==> src/rtl/gei_pkg.sv <==
package gei_pkg;

    typedef enum logic [2:0] {
        SEL_RISE_SET = 3'd0,
        SEL_RISE_CLR = 3'd1,
        SEL_FALL_SET = 3'd2,
        SEL_FALL_CLR = 3'd3,
        SEL_STATUS   = 3'd4,
        SEL_BANK_EN  = 3'd5
    } reg_sel_e;

endpackage

==> src/rtl/gei_mask_reg.sv <==
// Enable mask with separate write-one-to-set and write-one-to-clear strobes.
// Instantiated once per edge direction.
module gei_mask_reg #(
    parameter int W = 32
) (
    input  logic         clk,
    input  logic         rst_n,
    input  logic         set_stb,
    input  logic         clr_stb,
    input  logic [W-1:0] wdata,
    output logic [W-1:0] mask_q
);

    logic [W-1:0] set_bits;
    logic [W-1:0] clr_bits;
    logic [W-1:0] mask_d;

    always_comb begin
        set_bits = set_stb ? wdata : '0;
        clr_bits = clr_stb ? wdata : '0;
        mask_d   = (mask_q | set_bits) & ~clr_bits;
    end

    always_ff @(posedge clk) begin
        if (!rst_n) begin
            mask_q <= '0;
        end else begin
            mask_q <= mask_d;
        end
    end

    AST_MASK_SET_STICKS: assert property (@(posedge clk) disable iff (!rst_n)
        (set_stb && !clr_stb) |=> ((mask_q & $past(wdata)) == $past(wdata)))
        else $error("set strobe did not set mask bits");

    AST_MASK_CLR_CLEARS: assert property (@(posedge clk) disable iff (!rst_n)
        clr_stb |=> ((mask_q & $past(wdata)) == '0))
        else $error("clear strobe left mask bits set");

    AST_MASK_UNTOUCHED: assert property (@(posedge clk) disable iff (!rst_n)
        (!set_stb && !clr_stb) |=> $stable(mask_q))
        else $error("mask changed without a strobe");

endmodule

==> src/rtl/gei_edge_status.sv <==
// Transition detection against the previous sample, with sticky status bits.
module gei_edge_status #(
    parameter int W = 32
) (
    input  logic         clk,
    input  logic         rst_n,
    input  logic [W-1:0] pins,
    input  logic [W-1:0] rise_en,
    input  logic [W-1:0] fall_en,
    input  logic         clr_stb,
    input  logic [W-1:0] wdata,
    output logic [W-1:0] status_q
);

    logic [W-1:0] prev_q;
    logic [W-1:0] rose;
    logic [W-1:0] fell;
    logic [W-1:0] hits;
    logic [W-1:0] clr_bits;
    logic [W-1:0] status_d;

    always_comb begin
        rose     = pins & ~prev_q;
        fell     = ~pins & prev_q;
        hits     = (rose & rise_en) | (fell & fall_en);
        clr_bits = clr_stb ? wdata : '0;
        // A new event overrides a coincident clear
        status_d = (status_q & ~clr_bits) | hits;
    end

    always_ff @(posedge clk) begin
        if (!rst_n) begin
            prev_q   <= '0;
            status_q <= '0;
        end else begin
            prev_q   <= pins;
            status_q <= status_d;
        end
    end

    AST_STATUS_STICKY: assert property (@(posedge clk) disable iff (!rst_n)
        !clr_stb |=> ((status_q & $past(status_q)) == $past(status_q)))
        else $error("status bit dropped without a clear");

    AST_STATUS_CAUSED: assert property (@(posedge clk) disable iff (!rst_n)
        1'b1 |=> ((status_q & ~$past(status_q) & ~$past(hits)) == '0))
        else $error("status bit rose without an enabled transition");

    AST_EDGE_BEATS_CLR: assert property (@(posedge clk) disable iff (!rst_n)
        (clr_stb && |(hits & wdata)) |=>
            ((status_q & $past(hits & wdata)) == $past(hits & wdata)))
        else $error("coincident clear beat a new event");

endmodule

==> src/rtl/gei_bank_gate.sv <==
// One bank's level interrupt: any pending bit in the slice, gated by enable.
module gei_bank_gate #(
    parameter int N = 16
) (
    input  logic [N-1:0] slice,
    input  logic         enable,
    output logic         irq
);

    always_comb begin
        irq = enable & (|slice);
    end

endmodule

==> src/rtl/gpio_edge_irq_unit.sv <==
module gpio_edge_irq_unit
    import gei_pkg::*;
#(
    parameter int NPINS     = 32,
    parameter int BANK_PINS = 16,
    parameter int BEN_W     = 5,
    parameter int AW        = 3
) (
    input  logic             clk,
    input  logic             rst_n,
    input  logic [NPINS-1:0] pins_i,
    input  logic             wr_en_i,
    input  logic [AW-1:0]    wr_addr_i,
    input  logic [NPINS-1:0] wr_data_i,
    input  logic [AW-1:0]    rd_addr_i,
    output logic [NPINS-1:0] rd_data_o,
    output logic [NPINS/BANK_PINS-1:0] bank_irq_o
);

    localparam int NBANKS = NPINS / BANK_PINS;

    logic             rise_set, rise_clr, fall_set, fall_clr, stat_clr, ben_wr;
    logic [NPINS-1:0] rise_mask, fall_mask, status;
    logic [BEN_W-1:0] bank_en_q;

    always_comb begin
        rise_set = wr_en_i && (wr_addr_i == AW'(SEL_RISE_SET));
        rise_clr = wr_en_i && (wr_addr_i == AW'(SEL_RISE_CLR));
        fall_set = wr_en_i && (wr_addr_i == AW'(SEL_FALL_SET));
        fall_clr = wr_en_i && (wr_addr_i == AW'(SEL_FALL_CLR));
        stat_clr = wr_en_i && (wr_addr_i == AW'(SEL_STATUS));
        ben_wr   = wr_en_i && (wr_addr_i == AW'(SEL_BANK_EN));
    end

    gei_mask_reg #(.W(NPINS)) u_rise (
        .clk     (clk),
        .rst_n   (rst_n),
        .set_stb (rise_set),
        .clr_stb (rise_clr),
        .wdata   (wr_data_i),
        .mask_q  (rise_mask)
    );

    gei_mask_reg #(.W(NPINS)) u_fall (
        .clk     (clk),
        .rst_n   (rst_n),
        .set_stb (fall_set),
        .clr_stb (fall_clr),
        .wdata   (wr_data_i),
        .mask_q  (fall_mask)
    );

    gei_edge_status #(.W(NPINS)) u_evt (
        .clk      (clk),
        .rst_n    (rst_n),
        .pins     (pins_i),
        .rise_en  (rise_mask),
        .fall_en  (fall_mask),
        .clr_stb  (stat_clr),
        .wdata    (wr_data_i),
        .status_q (status)
    );

    always_ff @(posedge clk) begin
        if (!rst_n) begin
            bank_en_q <= '0;
        end else if (ben_wr) begin
            bank_en_q <= wr_data_i[BEN_W-1:0];
        end
    end

    generate
        for (genvar b = 0; b < NBANKS; b++) begin : g_bank
            gei_bank_gate #(.N(BANK_PINS)) u_gate (
                .slice  (status[b*BANK_PINS +: BANK_PINS]),
                .enable (bank_en_q[b]),
                .irq    (bank_irq_o[b])
            );

            AST_BANK_GATED: assert property (@(posedge clk) disable iff (!rst_n)
                !bank_en_q[b] |-> !bank_irq_o[b])
                else $error("disabled bank drives its line");
        end
    endgenerate

    always_comb begin
        rd_data_o = '0;
        case (rd_addr_i)
            AW'(SEL_RISE_SET), AW'(SEL_RISE_CLR): rd_data_o = rise_mask;
            AW'(SEL_FALL_SET), AW'(SEL_FALL_CLR): rd_data_o = fall_mask;
            AW'(SEL_STATUS):                      rd_data_o = status;
            AW'(SEL_BANK_EN):                     rd_data_o[BEN_W-1:0] = bank_en_q;
            default:                              rd_data_o = '0;
        endcase
    end

    AST_BEN_HOLDS: assert property (@(posedge clk) disable iff (!rst_n)
        !ben_wr |=> $stable(bank_en_q))
        else $error("bank enable changed without a write");

endmodule

==> config.mk <==
export PLATFORM = sky130hd
export DESIGN_NAME = gpio_edge_irq_unit
export DESIGN_NICKNAME = d
export VERILOG_FILES = /design/src/rtl/gei_pkg.sv /design/src/rtl/gei_mask_reg.sv /design/src/rtl/gei_edge_status.sv /design/src/rtl/gei_bank_gate.sv /design/src/rtl/gpio_edge_irq_unit.sv
export SDC_FILE = /design/constraint.sdc
export NUM_CORES = 1
export LEC_CHECK = 0
export BUFFER_PORTS_ARGS = -buffer_cell sky130_fd_sc_hd__buf_2
export CORE_ASPECT_RATIO = 1.5
export CORE_MARGIN = 2
export CORE_UTILIZATION = 49
export DETAILED_ROUTE_END_ITERATION = 10
export PLACE_DENSITY = 0.71
export SLEW_MARGIN = 15
export SYNTH_ARGS = -nofsm -noshare
export SYNTH_HDL_FRONTEND = slang
export SYNTH_SLANG_ARGS = --single-unit
==> constraint.sdc <==
create_clock -name clk -period 1.8 [get_ports clk]
set_clock_uncertainty 0.2 [all_clocks]
set_input_delay 0.36 -clock clk [delete_from_list [all_inputs] [get_ports clk]]
set_output_delay 0.36 -clock clk [all_outputs]
set_load 0.005 [all_outputs]
==> results of run 1 <==
## synth_stat cells
cell and n:
sky130_fd_sc_hd__and4bb_2 1, sky130_fd_sc_hd__a211oi_2 30, sky130_fd_sc_hd__clkbuf_1 22, sky130_fd_sc_hd__buf_6 6
sky130_fd_sc_hd__a311oi_1 25, sky130_fd_sc_hd__inv_2 1, sky130_fd_sc_hd__nand3_1 27, sky130_fd_sc_hd__nor4b_4 1
sky130_fd_sc_hd__inv_1 2, sky130_fd_sc_hd__and2_1 32, sky130_fd_sc_hd__o21ai_0 58, sky130_fd_sc_hd__o22ai_1 5
sky130_fd_sc_hd__and3b_1 1, sky130_fd_sc_hd__a21oi_1 58, sky130_fd_sc_hd__a31o_2 1, sky130_fd_sc_hd__clkbuf_2 1
sky130_fd_sc_hd__dfxtp_1 133, sky130_fd_sc_hd__a41oi_1 2, sky130_fd_sc_hd__nand2b_1 2, sky130_fd_sc_hd__nand3b_1 33
sky130_fd_sc_hd__nand4b_1 1, sky130_fd_sc_hd__nor4_1 8, sky130_fd_sc_hd__and4bb_1 1, sky130_fd_sc_hd__nor2_2 1
sky130_fd_sc_hd__buf_2 11, sky130_fd_sc_hd__o21a_1 31, sky130_fd_sc_hd__buf_4 6, sky130_fd_sc_hd__nand2_1 46
sky130_fd_sc_hd__mux2i_1 49, sky130_fd_sc_hd__nor2_1 5, sky130_fd_sc_hd__a211oi_1 2, sky130_fd_sc_hd__buf_1 2
sky130_fd_sc_hd__a21boi_0 31
## logic make-up after synthesis
family          after synthesis
buf+inv                      51
mux                          49
flops                       133
simple gates                159
compound gates              243
## final cells by class
cell class | count | area [um^2] | area share [%]
Antenna cell | 1 | 2.50 | 0.0305
Clock buffer | 22 | 464 | 5.66
Clock inverter | 9 | 104 | 1.27
Inverter | 3 | 11.3 | 0.137
Multi-Input combinational cell | 451 | 3250 | 39.7
Sequential cell | 133 | 2680 | 32.7
Tap cell | 153 | 191 | 2.34
Timing Repair Buffer | 193 | 1490 | 18.1
## metal layers
layer | wire length (um) | up-vias | share of wire [%]
met5 | 0 | - | 0
met1 | 7150 | 2779 | 41
met4 | 500 | 0 | 2.8
li1 | - | 2687 | -
met2 | 9010 | 204 | 51
met3 | 893 | 40 | 5.1
## critical path, delay by kind of cell, from the launching register on
family / cells / cell delay (ns)
buf+inv: 2 / 0.32
compound gates: 1 / 0.09
simple gates: 1 / 0.29
flops: 1 / 0.33
## registers in the layout, summed over array words and instances, names as in the netlist
signal          count
u_rise.mask_q      32
u_evt.prev_q       32
u_evt.status_q     32
u_fall.mask_q      32
bank_en_q           5
## per-stage QoR
stage               util (%)  setup TNS [ns]  hold WS, ns
CTS                     67.7          -0.377      0.00140
global route            68.2          -0.531       0.0105
detailed placement      57.4          -0.136        0.275
floorplan                  -               0        0.251
finish                  68.2          -0.355       0.0114
global placement        57.4         -0.0544        0.264
## report_power, final
group	leakage, nW	switching (mW)	internal, mW	total, mW
combinational	1.80	0.379	0.366	0.745
sequential	1.09	0.0680	3.04	3.11
clock	0.276	1.22	2.09	3.32
total	3.16	1.67	5.50	7.17
## how the worst max path moves through the flow
stage	slack, ns	endpoint	start
floorplan	0.04	rd_data_o[26]	rd_addr_i[0]
global placement	-0.03	rd_data_o[1]	rd_addr_i[1]
detailed placement	-0.03	rd_data_o[10]	rd_addr_i[1]
CTS	-0.21	bank_irq_o[1]	u_evt.status_q[17]$_SDFF_PN0_
global route	-0.27	bank_irq_o[1]	u_evt.status_q[30]$_SDFF_PN0_
finish	-0.21	bank_irq_o[1]	u_evt.status_q[30]$_SDFF_PN0_
## what timing repair did
action	4_1_cts	5_1_grt
buffers inserted	2	0
hold endpoints to repair	53	0
pin swaps	6	4
setup endpoints to repair	22	28
resized for setup	29	22
cloned	0	0
hold buffers	53	0
==> results.tsv, run 1 <==
stage	metric	value	unit
yosys	synth_xor_xnor_area_share	0	%
placement	dpl.cell_count	878	
placement	place.gp.congestion	0.836	
grt	global_route.usage.total	27.0	%
timing	worst_slew_pin_slew	0.410	ns
timing	fin_crit	2.01	ns
placement	postPlaceCellArea	6900	um^2
layout	layout_common_cells	sky130_fd_sc_hd__dfxtp_1 (117), sky130_fd_sc_hd__buf_2 (105), sky130_fd_sc_hd__a21oi_1 (58)	
clock_tree	cts_tree	done	
placement	detailedPlacementHpwl	11700	um
setup_path	worstReg2RegEnd	u_evt.status_q[17]$_SDFF_PN0_	
yosys	mux_cell_area_share_after_synthesis	8.11	%
yosys	syn-num-nets	708	
detailed_routing	avgViaCountPerCell	5.92	
grt	vias_in_the_first_global_route	5741	
grt	met3_usage_grt	5.00	%
grt	antenna_found_initial	1	
grt	globalRoute.totalOverflow	0	
layout	mostFrequentLayoutCell	sky130_fd_sc_hd__dfxtp_1	
setup_path	reg2reg_depth	3	
clock_tree	cts_sinks	133	
yosys	synth.top_cell.area_share	44.0	%
timing	post-route-period-util	111	%
yosys	synth-compound-area-share	28.3	%
detailed_routing	initialDrtViolationCount	277	
pwr	cellLeakagePower	3.16	nW
pwr	report.power.total	7.17	mW
die	core_region_area	12000	um^2
detailed_routing	detailroute.via_count	5710	
worst_hold_path	hold_path.class	input port to flop	
die	die-width	94.7	um
grt	met1_track_utilization_from_global_routing	32.8	%
setup_path	crit_path_cell_trace	nor4_4 -> buf_4 -> a41oi_2 -> buf_2	
clock_tree	clock_insertion_delay_worst_skew	0.41	ns
setup_path	setup.worst_path.start_class	flop	
yosys	yosysTopAreaCell	sky130_fd_sc_hd__dfxtp_1	
placement	placement.io_buffers	106	
detailed_routing	route.antenna.remaining_nets	0	
clock_tree	path_clk_slew	0.05	ns
clock_tree	cts_root_buffer	sky130_fd_sc_hd__clkbuf_16	
flow_run	drv.max_cap_violation_count	0	
yosys	post_synth_main_area_contributors	sky130_fd_sc_hd__dfxtp_1 (44%), sky130_fd_sc_hd__mux2i_1 (8.1%), sky130_fd_sc_hd__a211oi_2 (6.2%)	
timing	min_setup_slack_post_route	-0.207	ns
setup_path	crit_type	flop to output port	
layout	finalNetCount	872	
layout	layout.filler_cells	987	
yosys	syn_avg_cell_area	9.53	um^2
pwr	cell_pwr_density	875	nW/um^2
yosys	ys_ff_latch	133	
timing	grt_setup_unrepaired	true	
setup_path	timing.rr.start	u_evt.status_q[17]$_SDFF_PN0_	
die	dieHeight	140	um
timing	setup_viol_count_final	2	
detailed_routing	drc	0	
yosys	syn_area	6050	um^2
setup_path	r2r_setup_slack	0.74	ns
setup_path	timing.critical_path.slowest_stage_cell	sky130_fd_sc_hd__dfxtp_2	
die	cell_row_count	49	
timing	achievable-frequency	498	MHz
die	num_io_pins	107	
status	run_status	finished, violations left	
die	floorplan.initialDensity	50.3	%
setup_path	critPathRequiredTime	1.24	ns
clock_tree	clockBufferDepth	2	
timing	max_slew_margin	72.5	%
grt	grt_pass1_wl	28100	um
yosys	synth-seq-area-share	44.0	%
setup_path	worst_path_largest_cell_delay	0.33	ns
clock_tree	htree_levels	4	
yosys	yosys_cell_types	33	
timing	slew_violations	0	
yosys	synth_cells	635	
timing	report.final.hold_viol_count	0	
detailed_routing	average_wire_per_standard_cell	18.2	um
clock_tree	numCtsBuffers	17	
pwr	power.ir.vdd_worst	0.000667	V
layout	syn_to_final_growth	35.5	%
layout	fraction_of_final_layout_cells_sized_beyond_drive_strength_1	29.0	%
yosys	yosysWarningCount	0	
detailed_routing	first_pass_iters	5	
setup_path	crit_fanout	2	
worst_hold_path	worstHoldEndpoint	u_rise.mask_q[30]$_SDFF_PN0_	
setup_path	worst_ep_arrival	1.45	ns
detailed_routing	total_length_of_routed_wires	17600	um
grt	pin_count_of_the_biggest_net_entering_global_routing	30	
yosys	post_synthesis_adder_cell_area_fraction	0	%
worst_hold_path	hold_start	wr_data_i[30]	
worst_hold_path	worst_hold_path_cell_count	2	
status	violations	negative setup slack	
layout	finalInstanceArea	8200	um^2
grt	top_usage_layer	met2	
setup_path	setup.worst_path.end_class	output port	
grt	globalRouteMet2Util	45.8	%
die	design.die.area	13300	um^2
placement	pre_cts_ws	-0.0319	ns
layout	fin_cells	965	
yosys	combinational_family_with_the_most_area_after_synthesis	compound AO/OA/AOI/OAI gates	
yosys	synth_simple_gate_area_share	15.0	%
Note: power is estimated with default switching activity, not from simulation.
==> inputs of run 2 (changes only) <==
--- a/config.mk
+++ b/config.mk
@@ -5,6 +5,7 @@
 export SDC_FILE = /design/constraint.sdc
 export NUM_CORES = 1
 export LEC_CHECK = 0
+export ABC_AREA = 1
 export BUFFER_PORTS_ARGS = -buffer_cell sky130_fd_sc_hd__buf_2
 export CORE_ASPECT_RATIO = 1.5
 export CORE_MARGIN = 2
==> constraint.sdc (replaced) <==
create_clock -name clk -period 2.2 [get_ports clk]
set_clock_uncertainty 0.2 [all_clocks]
set_input_delay 0.44 -clock clk [delete_from_list [all_inputs] [get_ports clk]]
set_output_delay 0.44 -clock clk [all_outputs]
set_load 0.005 [all_outputs]
==> run 2 against run 1 <==
Compared with the run above:
- the run now ends clean
- clock power shrank 16%
- sequential share of layout area rose by 1.7 points
- non-clock buffer count down 61
- via count grew 16%
- clock-buffer cell count is the same
- critical path depth up 3
- critical endpoint is now rd_data_o[1]
- largest cell class unchanged
- highest routed layer unchanged
==> results.tsv, run 2 <==
stage	metric	value	unit	change
setup_path	worst_path_largest_cell_delay	0.19	ns	-0.14 ns
layout	layout.filler_cells	1286		+30%
yosys	syn-num-nets	1011		+43%
setup_path	crit_path_start	rd_addr_i[2]		
detailed_routing	drc	0		unchanged
grt	globalRoute.totalOverflow	0		unchanged
layout	finalInstanceArea	7720	um^2	-5.8%
flow_run	drv.max_cap_violation_count	0		unchanged
yosys	synth_cells	938		+48%
clock_tree	cts_root_buffer	sky130_fd_sc_hd__clkbuf_16		
detailed_routing	initialDrtViolationCount	343		+24%
clock_tree	cts_tree	done		
yosys	synthArstFlopShare	0	%	unchanged
timing	max_slew_margin	70.8	%	-1.7 points
worst_hold_path	hold_path.class	input port to flop		
setup_path	timing.rr.start	u_fall.mask_q[22]$_SDFF_PN0_		
placement	pre_cts_ws	0.152	ns	+0.184 ns
clock_tree	numCtsBuffers	17		unchanged
clock_tree	cts_sinks	133		unchanged
layout	mostFrequentLayoutCell	sky130_fd_sc_hd__nand2_1		
detailed_routing	total_length_of_routed_wires	18500	um	+5.4%
detailed_routing	avgViaCountPerCell	5.49		-7.3%
clock_tree	post_cts.repair.setup_buffers	0		-2
status	run_status	completed		
setup_path	setup.worst_path.start_class	input port		
pwr	cell_pwr_density	781	nW/um^2	-11%
yosys	synth.top_cell.area_share	41.5	%	-2.5 points
clock_tree	clockBufferDepth	2		unchanged
timing	fin_crit	2.09	ns	
yosys	synth-seq-area-share	41.5	%	-2.5 points
yosys	synth.cells.most_frequent	sky130_fd_sc_hd__nand2_1 (273), sky130_fd_sc_hd__dfxtp_1 (133), sky130_fd_sc_hd__inv_1 (98), sky130_fd_sc_hd__a21oi_1 (96), sky130_fd_sc_hd__nand3_1 (96)		
setup_path	crit_fanout	32		+30
layout	layout_common_cells	sky130_fd_sc_hd__nand2_1 (273), sky130_fd_sc_hd__dfxtp_1 (133), sky130_fd_sc_hd__buf_2 (105)		
layout	fraction_of_final_layout_cells_sized_beyond_drive_strength_1	16.8	%	-12 points
yosys	ys_ff_latch	133		unchanged
yosys	synth_enable_flop_cells	0		unchanged
grt	antenna_found_initial	1		unchanged
setup_path	worst_ep_arrival	1.45	ns	about the same
timing	min_setup_slack_post_route	0.108	ns	+0.315 ns
setup_path	path_common_cell	sky130_fd_sc_hd__buf_2		
timing	slew_violations	0		unchanged
die	floorplan.initialDensity	49.8	%	-0.55 points
die	num_io_pins	107		unchanged
layout	multi_input_logic_area	3090	um^2	-5.1%
grt	global_route.usage.total	26.1	%	-0.84 points
detailed_routing	average_wire_per_standard_cell	15.4	um	-16%
timing	grt_setup_unrepaired	false		
setup_path	setup.worst_path.end_class	output port		
timing	worst_slew_pin_slew	0.438	ns	+0.0280 ns
clock_tree	path_clk_slew	0.06	ns	about the same
detailed_routing	detailroute.via_count	6612		+16%
die	cell_row_count	51		+4.1%
die	core_region_area	12900	um^2	+7.3%
grt	vias_in_the_first_global_route	6123		+6.7%
clock_tree	cts_repair_resize_count	0		-100%
yosys	syn_avg_cell_area	6.84	um^2	-28%
yosys	post_synth_main_area_contributors	sky130_fd_sc_hd__dfxtp_1 (41%), sky130_fd_sc_hd__nand2_1 (16%), sky130_fd_sc_hd__a21oi_1 (7.5%)		
pwr	power.ir.vdd_worst	0.000446	V	-33%
placement	postPlaceCellArea	7140	um^2	+3.5%
grt	pin_count_of_the_biggest_net_entering_global_routing	62		+110%
die	dieHeight	144	um	+2.9%
clock_tree	htree_levels	4		unchanged
yosys	yosysWarningCount	0		unchanged
yosys	yosys_cell_types	24		-27%
yosys	most_used_standard_cell_by_instance_count_after_synthesis	sky130_fd_sc_hd__nand2_1		
layout	ff_latch_area	2660	um^2	-0.75%
die	design.die.area	14000	um^2	+5.9%
setup_path	timing.critical_path.slowest_stage_cell	sky130_fd_sc_hd__nand3b_1		
pwr	report.power.total	6.03	mW	-16%
pwr	cellLeakagePower	3.47	nW	+9.6%
die	die-width	97.5	um	+2.9%
detailed_routing	first_pass_iters	5		unchanged
yosys	yosysTopAreaCell	sky130_fd_sc_hd__dfxtp_1		
clock_tree	cts_hold_buffers	0		-100%
timing	fin_tns_setup	0	ns	+0.355 ns
clock_tree	clock_insertion_delay_worst_skew	0.42	ns	about the same
timing	achievable-frequency	478	MHz	
placement	place.gp.congestion	0.836		about the same
grt	grt_pass1_wl	29500	um	+5.1%
setup_path	crit_type	input port to output port		
setup_path	crit_path_cell_trace	buf_2 -> inv_1 -> nand2_1 -> buf_12 -> o21ai_1 -> nand3b_1 -> buf_2		
timing	report.final.hold_viol_count	0		unchanged
timing	post-route-period-util	95.1	%	
timing	setup_viol_count_final	0		-2
placement	placement.io_buffers	106		unchanged
yosys	syn_area	6420	um^2	+6.1%
setup_path	critPathRequiredTime	1.56	ns	+0.32 ns
placement	detailedPlacementHpwl	11800	um	+1.2%
detailed_routing	route.antenna.remaining_nets	0		unchanged
layout	finalNetCount	1105		+27%
worst_hold_path	hold_start	pins_i[23]		
layout	syn_to_final_growth	20.3	%	
yosys	synthFlopType	sky130_fd_sc_hd__dfxtp_1		
## run 2: cell types whose count changed in the layout (fill, tap and decap cells not counted), sizes merged, moves of 38 or more
cell	delta
inv	+101
a21oi	+38
mux2i	-49
dlygate4sd3	-53
nand3	+69
nand2	+228
## run 2: per-layer routing
layer / vias to the layer above / track usage (%) / part of all wire, %
met1: 3058 / 31.5 / 41
met5: - / 0 / 0
li1: 3261 / - / -
met2: 247 / 45.1 / 49
met4: 0 / 12.4 / 3.3
met3: 46 / 4.83 / 6.8
## run 2: cell families (layout without fill, tap and decap cells)
| kind of cell | after synthesis | in the layout | share of synthesized area, % |
|---|---|---|---|
| and+or+nand+nor | 445 | 445 | 30.1 |
| buffers and inverters | 161 | 267 | 10.6 |
| DFF | 133 | 133 | 41.5 |
| other | 0 | 2 | 0 |
| AOI/OAI and AO/OA | 199 | 199 | 17.9 |
## run 2: layout make-up
cell class / instances / area share [%]
multi-input combinational: 644 / 40.0
sequential: 133 / 34.5
timing repair buffer: 132 / 10.4
clock buffer: 22 / 6.14
inverter: 104 / 5.05
tap: 159 / 2.58
clock inverter: 9 / 1.33
antenna: 2 / 0.0648
## run 2: critical path: cells and delay by family
family | cells | cell delay [ns]
AO/OA/AOI/OAI | 1 | 0.14
AND/OR/NAND/NOR | 2 | 0.30
buffers and inverters | 4 | 0.55
## run 2: stage by stage
stage	cells	util, %	hold slack [ns]
after floorplan	938	-	0.236
after global placement	1172	55.4	0.252
after detailed placement	1172	55.4	0.255
after CTS	1203	59.9	0.0128
after global routing	1204	59.9	0.0342
final	1205	59.9	0.0184
## run 2: power by group
part	leakage [nW]	total, mW	switching [mW]	internal [mW]
logic	2.10	0.662	0.421	0.240
registers	1.09	2.58	0.0657	2.52
clock network	0.278	2.79	1.05	1.74
total	3.47	6.03	1.53	4.50
## run 2: worst paths after layout
| kind | to | slack (ns) | cells past startpoint |
|---|---|---|---|
| worst max-delay path | rd_data_o[1] | 0.11 | 7 |
| worst min-delay path | u_evt.prev_q[23]$_SDFF_PN0_ | 0.02 | 3 |
| worst max register to register | u_evt.status_q[22]$_SDFF_PN0_ | 1.14 | 4 |
| worst min register to register | u_rise.mask_q[25]$_SDFF_PN0_ | 0.26 | 2 |
==> inputs of run 3 (changes only) <==
--- a/config.mk
+++ b/config.mk
@@ -7,10 +7,11 @@
 export LEC_CHECK = 0
 export ABC_AREA = 1
 export BUFFER_PORTS_ARGS = -buffer_cell sky130_fd_sc_hd__buf_2
-export CORE_ASPECT_RATIO = 1.5
+export CAP_MARGIN = 30
 export CORE_MARGIN = 2
 export CORE_UTILIZATION = 49
 export DETAILED_ROUTE_END_ITERATION = 10
+export GPL_ROUTABILITY_DRIVEN = 0
 export PLACE_DENSITY = 0.71
 export SLEW_MARGIN = 15
 export SYNTH_ARGS = -nofsm -noshare
==> run 3 against run 2 <==
Compared with the run above:
- cell area rose by 0.57%
- die area fell by 0.14%
- worst hold slack got worse by 0.0029 ns
- critical path type is now flop to output port
- flip-flop and latch count did not move
- non-clock buffer count did not move
- global-route usage rose by 0.32 points
- wire length fell by 1.7%
- clock power rose by 3%
- utilization rose by 1.1 points
- largest cell class unchanged
- maximum frequency rose by 1.6%
==> results.tsv, run 3 (synthesis results as in run 2) <==
stage	metric	value	unit	change
pwr	cellLeakagePower	3.49	nW	+0.54%
setup_path	path_common_cell	sky130_fd_sc_hd__nor2_1		
clock_tree	htree_levels	4		unchanged
placement	dpl.cell_count	1185		+1.1%
die	num_io_pins	107		unchanged
placement	detailedPlacementHpwl	11700	um	-1.4%
worst_hold_path	hold_path.class	input port to flop		
timing	report.final.hold_viol_count	0		unchanged
clock_tree	cts_root_buffer	sky130_fd_sc_hd__clkbuf_16		
grt	vias_in_the_first_global_route	6068		-0.90%
clock_tree	post_cts.repair.setup_buffers	0		unchanged
timing	slew_violations	0		unchanged
setup_path	crit_type	flop to output port		
grt	global_route.usage.total	26.5	%	+0.32 points
timing	achievable-frequency	486	MHz	+1.6%
clock_tree	clock_insertion_delay_worst_skew	0.43	ns	about the same
layout	multi_input_logic_area	3090	um^2	unchanged
layout	syn_to_final_growth	21.0	%	
layout	finalNetCount	1105		unchanged
pwr	power.ir.vdd_worst	0.000542	V	+21%
timing	setup_viol_count_final	0		unchanged
layout	layout_common_cells	sky130_fd_sc_hd__nand2_1 (273), sky130_fd_sc_hd__dfxtp_1 (133), sky130_fd_sc_hd__buf_2 (105)		
timing	max_slew_margin	73.4	%	+2.7 points
layout	layout.filler_cells	1252		-2.6%
grt	antenna_found_initial	1		unchanged
detailed_routing	first_pass_iters	6		+1
die	dieHeight	118	um	-18%
timing	grt_setup_unrepaired	false		
clock_tree	cts_hold_buffers	0		unchanged
setup_path	crit_fanout	3		-91%
clock_tree	clockBufferDepth	2		unchanged
clock_tree	numCtsBuffers	17		unchanged
setup_path	critPathRequiredTime	1.56	ns	about the same
status	run_status	completed		
die	die-width	118	um	+22%
pwr	cell_pwr_density	789	nW/um^2	+1.0%
detailed_routing	total_length_of_routed_wires	18200	um	-1.7%
flow_run	drv.max_cap_violation_count	0		unchanged
layout	fin_cells	1218		+1.1%
setup_path	worst_path_largest_cell_delay	0.32	ns	+0.13 ns
detailed_routing	avgViaCountPerCell	5.33		-2.9%
setup_path	worst_ep_arrival	1.42	ns	-0.03 ns
pwr	report.power.total	6.13	mW	+1.6%
clock_tree	cts_repair_resize_count	0		unchanged
setup_path	timing.critical_path.slowest_stage_cell	sky130_fd_sc_hd__dfxtp_1		
timing	post-route-period-util	93.5	%	-1.5 points
timing	fin_tns_setup	0	ns	unchanged
detailed_routing	initialDrtViolationCount	573		+67%
timing	worst_slew_pin_slew	0.399	ns	-0.0399 ns
layout	mostFrequentLayoutCell	sky130_fd_sc_hd__nand2_1		
grt	globalRoute.totalOverflow	0		unchanged
setup_path	setup.worst_path.end_class	output port		
setup_path	crit_path_cell_trace	nor2_1 -> nand2_1 -> nor2_1 -> a21boi_0 -> buf_2		
placement	placement.io_buffers	106		unchanged
setup_path	setup.worst_path.start_class	flop		
clock_tree	cts_tree	done		
detailed_routing	drc	0		unchanged
detailed_routing	detailroute.via_count	6488		-1.9%
layout	ff_latch_area	2660	um^2	unchanged
layout	fraction_of_final_layout_cells_sized_beyond_drive_strength_1	16.7	%	-0.11 points
clock_tree	path_clk_slew	0.06	ns	about the same
grt	pin_count_of_the_biggest_net_entering_global_routing	46		-26%
die	design.die.area	14000	um^2	-0.14%
clock_tree	cts_sinks	133		unchanged
die	floorplan.initialDensity	50.5	%	+0.66 points
die	core_region_area	12700	um^2	-1.3%
detailed_routing	route.antenna.remaining_nets	0		unchanged
detailed_routing	average_wire_per_standard_cell	14.9	um	-2.7%
timing	fin_crit	2.06	ns	-0.0338 ns
grt	grt_pass1_wl	30000	um	+1.4%
die	cell_row_count	41		-20%
==> run 3: final timing paths <==
path / from / endpoint / slack, ns / cells after the start
setup / recovery: u_evt.status_q[15]$_SDFF_PN0_ / bank_irq_o[0] / 0.14 / 5
hold / removal: pins_i[4] / u_evt.prev_q[4]$_SDFF_PN0_ / 0.02 / 3
setup reg to reg: u_fall.mask_q[7]$_SDFF_PN0_ / u_evt.status_q[7]$_SDFF_PN0_ / 1.18 / 4
hold reg to reg: u_rise.mask_q[25]$_SDFF_PN0_ / u_rise.mask_q[25]$_SDFF_PN0_ / 0.26 / 2
==> run 3: final cells by class <==
| type | instances | area share (%) |
|---|---|---|
| Clock inverter | 9 | 1.63 |
| Multi-Input combinational cell | 644 | 39.7 |
| Clock buffer | 23 | 6.02 |
| Timing Repair Buffer | 132 | 10.5 |
| Sequential cell | 133 | 34.3 |
| Inverter | 104 | 5.03 |
| Tap cell | 172 | 2.77 |
| Antenna cell | 1 | 0.0322 |
==> run 3: report_power, final <==
| part | switching [mW] | leakage (nW) | internal, mW | total, mW |
|---|---|---|---|---|
| sequential | 0.0637 | 1.09 | 2.52 | 2.58 |
| combinational | 0.421 | 2.11 | 0.243 | 0.664 |
| clock | 1.05 | 0.291 | 1.83 | 2.88 |
==> run 3: metrics by stage <==
stage	hold slack, ns	setup slack, ns	instance area, um^2	util [%]
global route	0.0220	0.0744	7770	61.1
CTS	0.00959	0.126	7760	61.0
floorplan	0.236	0.465	6420	-
global placement	0.254	0.186	7170	56.4
detailed placement	0.255	0.177	7170	56.4
finish	0.0155	0.142	7770	61.1
==> run 3: metal layers <==
metal  vias up  GRT usage, %  routed length, um  part of all wire, %
li1       3262             -                  -                    -
met5         -             0                  0                    0
met4         0          9.75                315                  1.7
met3        26          5.50               1200                  6.6
met1      2965          34.0               8160                   45
met2       235          43.9               8530                   47
==> run 3: critical path, delay by kind of cell, from the launching register on <==
kind	cells	cell delay (ns)
AND/OR/NAND/NOR	3	0.38
flip-flops	1	0.32
AO/OA/AOI/OAI	1	0.14
buffers and inverters	1	0.15
